### src/rtl/gtc_pkg.sv
package gtc_pkg;

   typedef enum logic {
      CNT_NARROW = 1'b0,
      CNT_WIDE   = 1'b1
   } cnt_mode_e;

   typedef enum logic {
      SRC_DIV = 1'b0,
      SRC_PIN = 1'b1
   } cnt_src_e;

   function automatic logic falling(input logic prev_lvl, input logic cur_lvl);
      return prev_lvl & ~cur_lvl;
   endfunction

endpackage

### src/rtl/gtc_sync.sv
module gtc_sync #(
   parameter int   STAGES  = 2,
   parameter logic RST_LVL = 1'b1
) (
   input  logic clk,
   input  logic rst_n,
   input  logic d,
   output logic q
);
   logic [STAGES-1:0] chain;

   for (genvar i = 0; i < STAGES; i++) begin : g_stage
      if (i == 0) begin : g_first
         always_ff @(posedge clk or negedge rst_n) begin
            if (!rst_n) chain[0] <= RST_LVL;
            else        chain[0] <= d;
         end
      end else begin : g_next
         always_ff @(posedge clk or negedge rst_n) begin
            if (!rst_n) chain[i] <= RST_LVL;
            else        chain[i] <= chain[i-1];
         end
      end
   end

   assign q = chain[STAGES-1];
endmodule

### src/rtl/gtc_tick_src.sv
module gtc_tick_src
   import gtc_pkg::*;
#(
   parameter int DIV_RATIO   = 6,
   parameter int SYNC_STAGES = 2
) (
   input  logic     clk,
   input  logic     rst_n,
   input  logic     cnt_en,
   input  cnt_src_e src_sel,
   input  logic     pin_raw,
   output logic     tick
);
   localparam int DIV_W = (DIV_RATIO > 1) ? $clog2(DIV_RATIO) : 1;
   localparam logic [DIV_W-1:0] DIV_LAST = DIV_W'(DIV_RATIO - 1);

   logic [DIV_W-1:0] div_q;
   logic             div_wrap;
   logic             pin_s;
   logic             pin_prev;
   logic             pin_fall;

   // divider restarts whenever counting is disabled
   assign div_wrap = (div_q == DIV_LAST);

   always_ff @(posedge clk or negedge rst_n) begin
      if (!rst_n)        div_q <= '0;
      else if (!cnt_en)  div_q <= '0;
      else if (div_wrap) div_q <= '0;
      else               div_q <= div_q + DIV_W'(1);
   end

   gtc_sync #(.STAGES(SYNC_STAGES), .RST_LVL(1'b1)) u_pin_sync (
      .clk   (clk),
      .rst_n (rst_n),
      .d     (pin_raw),
      .q     (pin_s)
   );

   always_ff @(posedge clk or negedge rst_n) begin
      if (!rst_n) pin_prev <= 1'b1;
      else        pin_prev <= pin_s;
   end

   assign pin_fall = falling(pin_prev, pin_s);

   always_comb begin
      unique case (src_sel)
         SRC_PIN: tick = cnt_en & pin_fall;
         default: tick = cnt_en & div_wrap;
      endcase
   end
endmodule

### src/rtl/gtc_count_core.sv
module gtc_count_core
   import gtc_pkg::*;
#(
   parameter int BYTE_W = 8,
   parameter int PRE_W  = 5
) (
   input  logic              clk,
   input  logic              rst_n,
   input  logic              tick,
   input  cnt_mode_e         mode,
   input  logic              wr_hi,
   input  logic              wr_lo,
   input  logic [BYTE_W-1:0] wr_data,
   output logic [BYTE_W-1:0] hi_q,
   output logic [BYTE_W-1:0] lo_q,
   output logic              wrap_evt
);
   localparam int WIDE_W = 2 * BYTE_W;

   logic [BYTE_W-1:0] hi_r, lo_r;
   logic [BYTE_W-1:0] hi_w, lo_w, hi_n13, lo_n13;
   logic [BYTE_W-1:0] hi_nx, lo_nx;
   logic [PRE_W-1:0]  pre_nx;
   logic              pre_carry, wrap_w, wrap_13, wrap_nx, any_wr;

   // full cascade
   always_comb begin
      {wrap_w, hi_w, lo_w} = {1'b0, hi_r, lo_r} + (WIDE_W + 1)'(1);
   end

   // prescaler plus high byte
   always_comb begin
      {pre_carry, pre_nx} = {1'b0, lo_r[PRE_W-1:0]} + (PRE_W + 1)'(1);
      hi_n13  = hi_r + BYTE_W'(pre_carry);
      wrap_13 = pre_carry & (&hi_r);
   end

   if (PRE_W < BYTE_W) begin : g_keep_upper
      assign lo_n13 = {lo_r[BYTE_W-1:PRE_W], pre_nx};
   end else begin : g_full_pre
      assign lo_n13 = pre_nx;
   end

   always_comb begin
      unique case (mode)
         CNT_WIDE: begin
            hi_nx   = hi_w;
            lo_nx   = lo_w;
            wrap_nx = wrap_w;
         end
         default: begin
            hi_nx   = hi_n13;
            lo_nx   = lo_n13;
            wrap_nx = wrap_13;
         end
      endcase
   end

   assign any_wr = wr_hi | wr_lo;

   always_ff @(posedge clk or negedge rst_n) begin
      if (!rst_n) begin
         hi_r <= '0;
         lo_r <= '0;
      end else if (any_wr) begin
         if (wr_hi) hi_r <= wr_data;
         if (wr_lo) lo_r <= wr_data;
      end else if (tick) begin
         hi_r <= hi_nx;
         lo_r <= lo_nx;
      end
   end

   assign wrap_evt = tick & ~any_wr & wrap_nx;
   assign hi_q     = hi_r;
   assign lo_q     = lo_r;
endmodule

### src/rtl/gtc_timer.sv
module gtc_timer
   import gtc_pkg::*;
#(
   parameter int BYTE_W      = 8,
   parameter int PRE_W       = 5,
   parameter int DIV_RATIO   = 6,
   parameter int SYNC_STAGES = 2
) (
   input  logic              clk,
   input  logic              rst_n,
   input  logic              wr_hi,
   input  logic              wr_lo,
   input  logic [BYTE_W-1:0] wr_data,
   input  logic              mode16,
   input  logic              gate_en,
   input  logic              ext_src,
   input  logic              run,
   input  logic              ext_cnt_pin,
   input  logic              ext_gate_n,
   input  logic              flag_clr,
   output logic [BYTE_W-1:0] hi_q,
   output logic [BYTE_W-1:0] lo_q,
   output logic              ovf_flag,
   output logic              irq_req
);
   // elaboration-time parameter checks
   if (BYTE_W < 2) begin : g_bad_byte
      $error("gtc_timer: BYTE_W must be at least 2");
   end
   if (PRE_W < 1 || PRE_W > BYTE_W) begin : g_bad_pre
      $error("gtc_timer: PRE_W must lie in 1..BYTE_W");
   end
   if (DIV_RATIO < 2) begin : g_bad_div
      $error("gtc_timer: DIV_RATIO must be at least 2");
   end
   if (SYNC_STAGES < 2) begin : g_bad_sync
      $error("gtc_timer: SYNC_STAGES must be at least 2");
   end

   logic gate_s;
   logic cnt_en;
   logic tick;
   logic wrap_evt;
   logic flag_r, irq_r;

   gtc_sync #(.STAGES(SYNC_STAGES), .RST_LVL(1'b1)) u_gate_sync (
      .clk   (clk),
      .rst_n (rst_n),
      .d     (ext_gate_n),
      .q     (gate_s)
   );

   assign cnt_en = run & (~gate_en | gate_s);

   gtc_tick_src #(.DIV_RATIO(DIV_RATIO), .SYNC_STAGES(SYNC_STAGES)) u_tick (
      .clk     (clk),
      .rst_n   (rst_n),
      .cnt_en  (cnt_en),
      .src_sel (cnt_src_e'(ext_src)),
      .pin_raw (ext_cnt_pin),
      .tick    (tick)
   );

   gtc_count_core #(.BYTE_W(BYTE_W), .PRE_W(PRE_W)) u_core (
      .clk      (clk),
      .rst_n    (rst_n),
      .tick     (tick),
      .mode     (cnt_mode_e'(mode16)),
      .wr_hi    (wr_hi),
      .wr_lo    (wr_lo),
      .wr_data  (wr_data),
      .hi_q     (hi_q),
      .lo_q     (lo_q),
      .wrap_evt (wrap_evt)
   );

   // set wins over clear
   always_ff @(posedge clk or negedge rst_n) begin
      if (!rst_n) begin
         flag_r <= 1'b0;
         irq_r  <= 1'b0;
      end else begin
         irq_r <= wrap_evt;
         if (wrap_evt)      flag_r <= 1'b1;
         else if (flag_clr) flag_r <= 1'b0;
      end
   end

   assign ovf_flag = flag_r;
   assign irq_req  = irq_r;
endmodule

### config.mk
export PLATFORM = sky130hd
export DESIGN_NAME = gtc_timer
export DESIGN_NICKNAME = d
export VERILOG_FILES = /design/src/rtl/gtc_pkg.sv /design/src/rtl/gtc_sync.sv /design/src/rtl/gtc_tick_src.sv /design/src/rtl/gtc_count_core.sv /design/src/rtl/gtc_timer.sv
export SDC_FILE = /design/constraint.sdc
export NUM_CORES = 1
export LEC_CHECK = 0
export CAP_MARGIN = 20
export CORE_MARGIN = 8
export CORE_UTILIZATION = 45
export CTS_BUF_LIST = sky130_fd_sc_hd__clkbuf_4
export CTS_CLUSTER_DIAMETER = 200
export DETAILED_ROUTE_END_ITERATION = 8
export DONT_BUFFER_PORTS = 1
export HOLD_SLACK_MARGIN = 0.08
export PLACE_DENSITY = 0.64
export SETUP_SLACK_MARGIN = 0.4
export SYNTH_ARGS = -nofsm -noshare
export SYNTH_HDL_FRONTEND = slang
export SYNTH_SLANG_ARGS = --single-unit
### constraint.sdc
create_clock -name clk -period 1.9 [get_ports clk]
set_input_delay 0.285 -clock clk [delete_from_list [all_inputs] [get_ports clk]]
set_output_delay 0.285 -clock clk [all_outputs]
set_load 0.03 [all_outputs]
==> metrics, run 1 <==
status=finished clean; root buf cell=clkbuf_4; num rows=21; CTS buffer count=3; worst rel slew slack=around two thirds; worst-skew pair later-pin latency=330 ps; Slew @ Worst Pin=483 ps; maxcap violations=0; number of antenna diodes=0; Final Hold Viols=0; Synth warnings=0; Layout Area Growth over Synthesis=44.5%; most common cell after layout, fill and taps aside=buf_4; syn_area_per_cell=9.65 µm²; first-iteration detailed-routing DRC count=around 150; Pleak=roughly 0.85 nW; placed insts=224; DRC=0; power share of the combinational group=25.7%; NetSw=approximately 0.00045 W; Max stage delay on crit path=560 ps; CTS clock-pin slew for the worst setup and hold paths=~150 ps; critical path launch point type=register; share of cells above drive strength 1=42.3%; sw frac=roughly a third; Arr. time, crit path=2070 ps; CTS tree=yes; Worst Skew=6.71 ps; Post-Layout Cell Count=~250; share of the synthesized area in the top cell type=roughly a third; Final Critical Period=1810 ps; worst vdd ir=0.402 mV; post-layout util=68.1%; GR Util All Layers=between 10% and 20%; library cells used by synthesis=55; period utilisation layout=approximately 95%; H-Tree Depth=1; WP data required=about 2200 ps; vias=1588; Synth Register Bits=26; CP max FO=7; global-route wire length before repair=7.93 mm; die width=75.1 µm; internal power=0.000970 W; Initial Util=a little under half; vias in the first global route=1594; largest net degree at the start of global routing=27; Ports=37; cell taking the most area after synthesis=dfrtp_1; post-DP HPWL=3.57 mm; port bufs=0; drt pass-1 iters=4; most frequent cells in the layout=30 x buf_4, 13 x nand2_1, 13 x nor2_1; routability cong.=0.881; ys flop type=dfrtp_1; Layout Nets=231; post-DR wirelength/cell=20.1 µm; Critical Path End Type=register; fill cell count=270; initial antenna violation count=0; Power per Cell Area=627 nW/µm²; Post-Route WL=5.10 mm; Synthesized Nets=approximately 190; Cell Area, Synth=1570 µm²; grt total ovfl=0; slowest cell on the critical path=dfstp_2; crit-path leading delay family=simple AND/OR/NAND/NOR gates; Hold Crit Class=in2reg; setup violators final=0; die height=75.1 µm; leading post-synthesis cells by cell area=dfrtp_1 33%, dfstp_2 8.4%, nand2_1 3.6%; crit-path cells=and3b_2, o2111ai_4, or4_1, a31oi_1; Die ar.=5640 µm²; Max clock buf depth=2; Async SR Flop Fraction=100%; RSZ-0062 raised after global routing=true; post-synthesis sequential area ratio=a little over two fifths; crit path kind=reg2reg; Highest Clock Rate=0.551 GHz; CP bufs+invs=0; final antenna-violating net count=0; Reg power frac=46.8%; clk sink count=26; Post-synth EDFFs=0; fin. max-slew vios=0; via/cell ratio=between 6 and 7; cells after synthesis=about 160; clock share of power=about 28%; core area=3340 µm²
==> per-stage QoR <==
step	setup TNS (ps)	hold WS [ps]	area (µm²)	setup slack, ps	total power, W
after floorplan	0	-10.6	1690	84.9	0.000872
after global placement	0	-9.62	1870	167	0.000961
after detailed placement	0	-9.53	1870	84.0	0.000970
after CTS	0	82.1	2170	108	0.00140
after global routing	-5.47	83.3	2270	-5.47	0.00149
final	0	83.5	2270	86.1	0.00142
==> what timing repair did <==
| item | CTS | global route |
|---|---|---|
| pin swaps | 9 | 16 |
| setup buffers | 10 | 5 |
| hold buffers | 8 | 3 |
| gates resized for setup | 19 | 7 |
| hold endpoints to repair | 31 | 2 |
| endpoints found under the setup margin | 18 | 18 |
==> cell usage after synthesis (2+ instances only) <==
master	count
nor3_1	2
o21ai_0	4
dfrtp_1	21
a32oi_1	3
and3_1	3
nand3b_1	2
ha_1	3
mux2i_1	2
dfstp_2	5
a21oi_1	5
nand3_1	5
a31oi_1	8
o31ai_1	6
nor2_1	14
o311ai_0	2
clkbuf_1	2
and4_1	2
inv_1	8
nor4_1	3
or4_1	6
nand2_1	15
nor2b_1	5
nand4_1	3
o2111ai_1	3
==> logic make-up (layout without fill, tap and decap cells) <==
family / count (synthesis) / count (layout) / synth area share, %
multiplexers: 2 / 2 / 1.27
flip-flops: 26 / 26 / 41.8
XOR/XNOR: 1 / 1 / 0.557
buffers and inverters: 13 / 58 / 3.42
adder cells (fa/ha/maj): 3 / 3 / 2.39
AND/OR/NAND/NOR: 70 / 70 / 25.1
AO/OA/AOI/OAI: 48 / 48 / 25.5
==> final cells by class <==
class | instances | area [µm²] | share of cell area (%)
clock buffers | 3 | 22.5 | 0.991
clock inverters | 1 | 30.0 | 1.32
inverters | 9 | 33.8 | 1.49
multi-input cells | 124 | 1070 | 46.9
flip-flops and latches | 26 | 672 | 29.6
well taps | 46 | 57.6 | 2.53
repair buffers | 45 | 390 | 17.2
==> sequential cells by signal, summed over array words and instances, names as in the netlist <==
register / cells
irq_req: 1
u_tick.pin_prev: 1
u_tick.u_pin_sync.q: 1
u_tick.div_q: 3
u_core.hi_q: 8
u_gate_sync.chain: 1
u_gate_sync.q: 1
u_core.lo_q: 8
ovf_flag: 1
u_tick.u_pin_sync.chain: 1
==> per-layer routing <==
metal	vias up	wire (µm)	track usage [%]
met2	66	2510	30.3
li1	725	-	-
met5	-	0	0
met3	5	438	4.66
met4	0	38	5.00
met1	792	2110	22.7
==> power groups by stage <==
| stage | combinational (W) | clock, W | sequential (W) |
|---|---|---|---|
| detailed placement | 0.000291 | 0 | 0.000679 |
| CTS | 0.000348 | 0.000392 | 0.000665 |
| floorplan | 0.000134 | 0 | 0.000737 |
| finish | 0.000366 | 0.000391 | 0.000667 |
| global placement | 0.000286 | 0 | 0.000675 |
| global route | 0.000396 | 0.000422 | 0.000674 |
==> path summary, 6_finish.rpt <==
kind	slack, ps	from	depth (start not counted)	endpoint
worst min register to register	370	u_tick.u_pin_sync.chain[0]	0	u_tick.u_pin_sync.q
worst max register to register	90	u_tick.pin_prev	4	u_core.hi_q[7]
min in group asynchronous	360	rst_n	2	u_core.hi_q[5]
worst max-delay path	90	u_tick.pin_prev	4	u_core.hi_q[7]
worst min-delay path	80	wr_data[6]	2	u_core.lo_q[6]
max in group asynchronous	1320	rst_n	2	u_gate_sync.q
Note: power is estimated with default switching activity, not from simulation.
==> run 2, diff against run 1 <==
Settings changed: REMOVE_ABC_BUFFERS from default to 1.
==> metrics, run 2 (synthesis results as in run 1) <==
Pleak=0.863 nW; crit path kind=reg2reg; port bufs=0; share of cells above drive strength 1=39.5%; Slew @ Worst Pin=roughly 460 ps; Placed Instance Area=1780 µm²; fin. max-slew vios=0; maxcap violations=0; fill cell count=around 280; clk sink count=26; drt pass-1 iters=4; hold endpoint=u_core.lo_q[2]; most frequent cells in the layout=25 x buf_4, 20 x dfrtp_1, 13 x nor2_1; power share of the combinational group=around 30%; Hold Crit Class=in2reg; global-route wire length before repair=approximately 7.8 mm; sw frac=a little over a third; worst vdd ir=around 0.33 mV; DRC=0; period utilisation layout=97.9%; initial antenna violation count=0; worst rel slew slack=69.1%; Setup WS pre-CTS=-64.1 ps; die height=75.1 µm; vias=1631; Layout Area Growth over Synthesis=45.4%; core area=roughly 3300 µm²; most common cell after layout, fill and taps aside=buf_4; Worst R2R End=u_core.hi_q[4]; Die ar.=between 5000 and 6000 µm²; Post-Route WL=5.20 mm; Highest Clock Rate=0.537 GHz; Arr. time, crit path=2120 ps; status=finished clean; Setup WS post-layout=about 39 ps; RSZ-0062 raised after global routing=true; Worst Skew=6.92 ps; internal power=about 0.00084 W; Initial Util=a little under half; CTS buffer count=3; worst-skew pair later-pin latency=330 ps; Ports=37; Final Hold Viols=0; CP max FO=4; Critical Path End Type=register; via/cell ratio=6.37; grt total ovfl=0; CTS clock-pin slew for the worst setup and hold paths=140 ps; Max clock buf depth=2; CTS tree=yes; post-layout util=68.5%; Power per Cell Area=562 nW/µm²; largest net degree at the start of global routing=27; final antenna-violating net count=0; WHS Path Cells=2; Layout Nets=between 200 and 250; NetSw=0.000448 W; H-Tree Depth=1; min-delay src=wr_lo; number of antenna diodes=0; clock share of power=18.8%; GR Util All Layers=between 10% and 20%; num rows=21; routability cong.=between 0.9 and 1; post-route cell area=2290 µm²; setup violators final=0; Reg power frac=between 50% and 60%; post-DP HPWL=between 3 and 4 mm; root buf cell=clkbuf_4; critical path launch point type=register; R2R cell count=8; r2r setup slk=between 30 and 40 ps; die width=75.1 µm; post-DR wirelength/cell=~20 µm; vias in the first global route=1553; WP data required=2160 ps; first-iteration detailed-routing DRC count=128; RR Startpoint=u_core.lo_q[0]; Final Critical Period=1860 ps
run 2: changes by cell type in the layout (fill, tap and decap cells not counted), moves of 2 or more:
cell,change
nand3_2,+2
dfrtp_1,+11
nor4_2,+2
buf_6,+7
buf_4,-5
dfrtp_2,-11
nand2_2,+2
run 2: through the flow:
| step | setup TNS [ps] | hold slack, ps | total power [W] | cells |
|---|---|---|---|---|
| after floorplan | -416 | -10.6 | 0.000841 | 159 |
| after global placement | -98.4 | -9.63 | 0.000940 | 228 |
| after detailed placement | -64.1 | -9.57 | 0.000948 | 228 |
| after global routing | -34.8 | 81.9 | 0.00136 | 256 |
| after CTS | 0 | 80.1 | 0.00128 | 249 |
| final | 0 | 91.0 | 0.00129 | 256 |
run 2: critical path: stages, from the launching register on:
cell and delay [ps]:
dfrtp_1 420, nand3_2 110, nor2_2 120, ha_2 220
ha_4 120, nor2b_4 140, a31oi_2 60, or4_1 440
a31oi_1 180
run 2: cell type report:
class | count | area (µm²) | share of cell area [%]
Sequential cell | 26 | 658 | 28.8
Inverter | 9 | 33.8 | 1.48
Clock buffer | 3 | 22.5 | 0.985
Tap cell | 46 | 57.6 | 2.52
Multi-Input combinational cell | 124 | 1080 | 47.2
Timing Repair Buffer | 47 | 432 | 18.9
Clock inverter | 1 | 3.75 | 0.164
run 2: per-layer routing:
layer	vias to the layer above	part of all wire, %	GRT usage [%]
met5	-	0	0
met4	0	1.8	5.00
met3	9	8.9	4.66
met2	68	49	29.5
met1	819	40	22.3
li1	735	-	-
run 2: worst max-delay path by stage:
stage	from	to	slack [ps]	cells after the start
CTS	u_core.lo_q[0]	u_core.hi_q[4]	60	8
global route	u_core.lo_q[0]	u_core.hi_q[4]	-20	8
global placement	u_core.lo_q[0]	u_core.lo_q[4]	-100	7
finish	u_core.lo_q[0]	u_core.hi_q[4]	40	8
detailed placement	u_core.lo_q[0]	u_core.lo_q[4]	-60	7
floorplan	u_core.lo_q[2]	u_core.hi_q[6]	-210	8
run 2: what timing repair did:
| item | in CTS | in global routing |
|---|---|---|
| hold buffers | 10 | 1 |
| endpoints found under the setup margin | 18 | 18 |
| gates resized for setup | 46 | 11 |
| hold endpoints to repair | 33 | 1 |
| pin swaps | 17 | 10 |
| setup buffers | 7 | 6 |
run 2: power groups by stage:
stage	sequential [W]	combinational, W	clock, W
after CTS	0.000646	0.000374	0.000257
after detailed placement	0.000649	0.000299	0
after global placement	0.000648	0.000292	0
final	0.000649	0.000396	0.000242
after global routing	0.000654	0.000426	0.000277
after floorplan	0.000724	0.000117	0
==> run 3, diff against run 2 <==
Settings changed: CORE_UTILIZATION 45 to 25, PLACE_DENSITY 0.64 to 0.4.
Clock period 1.9 ns to 2.4 ns, I/O delays scaled along.
==> metrics, run 3 (synthesis results as in run 1) <==
status=finished clean; clk sink count=26; crit-path cells=nor2b_1, o2111ai_1, or4_1, a31oi_1; port bufs=0; crit-path leading delay family=simple AND/OR/NAND/NOR gates; H-Tree Depth=1; num rows=29; fill cell count=630; Final Hold Viols=0; via/cell ratio=5.48; Arr. time, crit path=about 2200 ps; slowest cell on the critical path=dfrtp_1; R2R cell count=4; Max clock buf depth=2; post-DP HPWL=between 3 and 4 mm; crit path kind=reg2reg; Highest Clock Rate=0.513 GHz; first-iteration detailed-routing DRC count=120; Hold Crit Class=in2reg; core area=6200 µm²; Max stage delay on crit path=710 ps; initial antenna violation count=0; Critical Path End Type=register; Power per Cell Area=557 nW/µm²; WP data required=2670 ps; CTS clock-pin slew for the worst setup and hold paths=around 160 ps; area of the multi-input gates=907 µm²; die width=95.3 µm; root buf cell=clkbuf_4; Final Critical Period=between 1500 and 2000 ps; setup violators final=0; worst rel slew slack=59.4%; number of antenna diodes=0; CTS tree=yes; grt total ovfl=0; vias=1425; Layout Nets=206; Setup WS post-layout=roughly 450 ps; GR Util All Layers=11.6%; CP bufs+invs=0; routability cong.=between 0.8 and 0.9; CTS buffer count=3; global-route wire length before repair=8.07 mm; most frequent cells in the layout=19 x dfrtp_1, 15 x nand2_1, 14 x buf_4; die height=95.3 µm; critical path launch point type=register; RSZ-0062 raised after global routing=true; Worst Skew=slightly above 3 ps; fin. max-slew vios=0; final antenna-violating net count=0; Setup WS pre-CTS=235 ps; Initial Util=between 20% and 30%; worst-skew pair later-pin latency=about 330 ps; register area=659 µm²; WHS Path Cells=1; Pleak=0.705 nW; period utilisation layout=81.3%; post-DR wirelength/cell=between 15 and 20 µm; worst vdd ir=0.249 mV; Placed Instance Area=around 1700 µm²; Pwr Total=0.00107 W; largest net degree at the start of global routing=27; post-route cell area=1920 µm²; Layout Area Growth over Synthesis=22.4%; share of cells above drive strength 1=22.4%; Post-Route WL=5.13 mm; most common cell after layout, fill and taps aside=dfrtp_1; vias in the first global route=1484; setup TNS=0 ps; CP max FO=7; Ports=37; Slew @ Worst Pin=606 ps; WP depth=4; DRC=0; drt pass-1 iters=5; Die ar.=roughly 9100 µm²; maxcap violations=0
run 3: final timing paths:
path | from | endpoint | slack, ps
min in group asynchronous | rst_n | ovf_flag | 440
worst max register to register | u_core.hi_q[1] | u_core.hi_q[5] | 450
worst min-delay path | wr_lo | u_core.lo_q[1] | 120
worst min register to register | u_gate_sync.chain[0] | u_gate_sync.q | 370
max in group asynchronous | rst_n | u_gate_sync.q | 1730
worst max-delay path | u_core.hi_q[1] | u_core.hi_q[5] | 450
run 3: worst reg2reg max path, cell delays in order, from the launching register on:
cell,delay (ps)
dfrtp_1,710
nor2b_1,210
o2111ai_1,270
or4_1,540
a31oi_1,170
run 3: timing repair:
action | 4_1_cts | 5_1_grt
hold endpoints to repair | 30 | 0
resized for setup | 4 | 9
pin swaps | 0 | 4
cloned | 0 | 0
buffers inserted | 0 | 2
hold buffers | 6 | 0
setup endpoints to repair | 3 | 6
run 3: per-stage QoR:
step                      hold WS [ps]  instances  utilization [%]
after detailed placement          66.1        248             28.0
after global routing              81.6        260             31.0
after floorplan                   64.4        159                -
after CTS                         97.8        258             30.2
after global placement            66.1        248             28.0
final                              115        260             31.0
run 3: final cells by class:
type / count / area share, %
Timing Repair Buffer: 20 / 9.10
Sequential cell: 26 / 34.3
Clock inverter: 1 / 1.56
Tap cell: 77 / 5.01
Multi-Input combinational cell: 124 / 47.1
Clock buffer: 3 / 1.17
Inverter: 9 / 1.76
run 3: per-layer routing:
metal	global-route usage [%]	routed length, µm
met1	15.3	2380
met2	17.7	2300
met3	3.62	420
met4	3.12	27
met5	0	0
run 3: power by group:
part           total (W)  internal [W]  switching (W)
Clock           0.000318      0.000169       0.000149
Combinational   0.000224     0.0000836       0.000140
Sequential      0.000530      0.000475      0.0000553
Total            0.00107      0.000728       0.000344
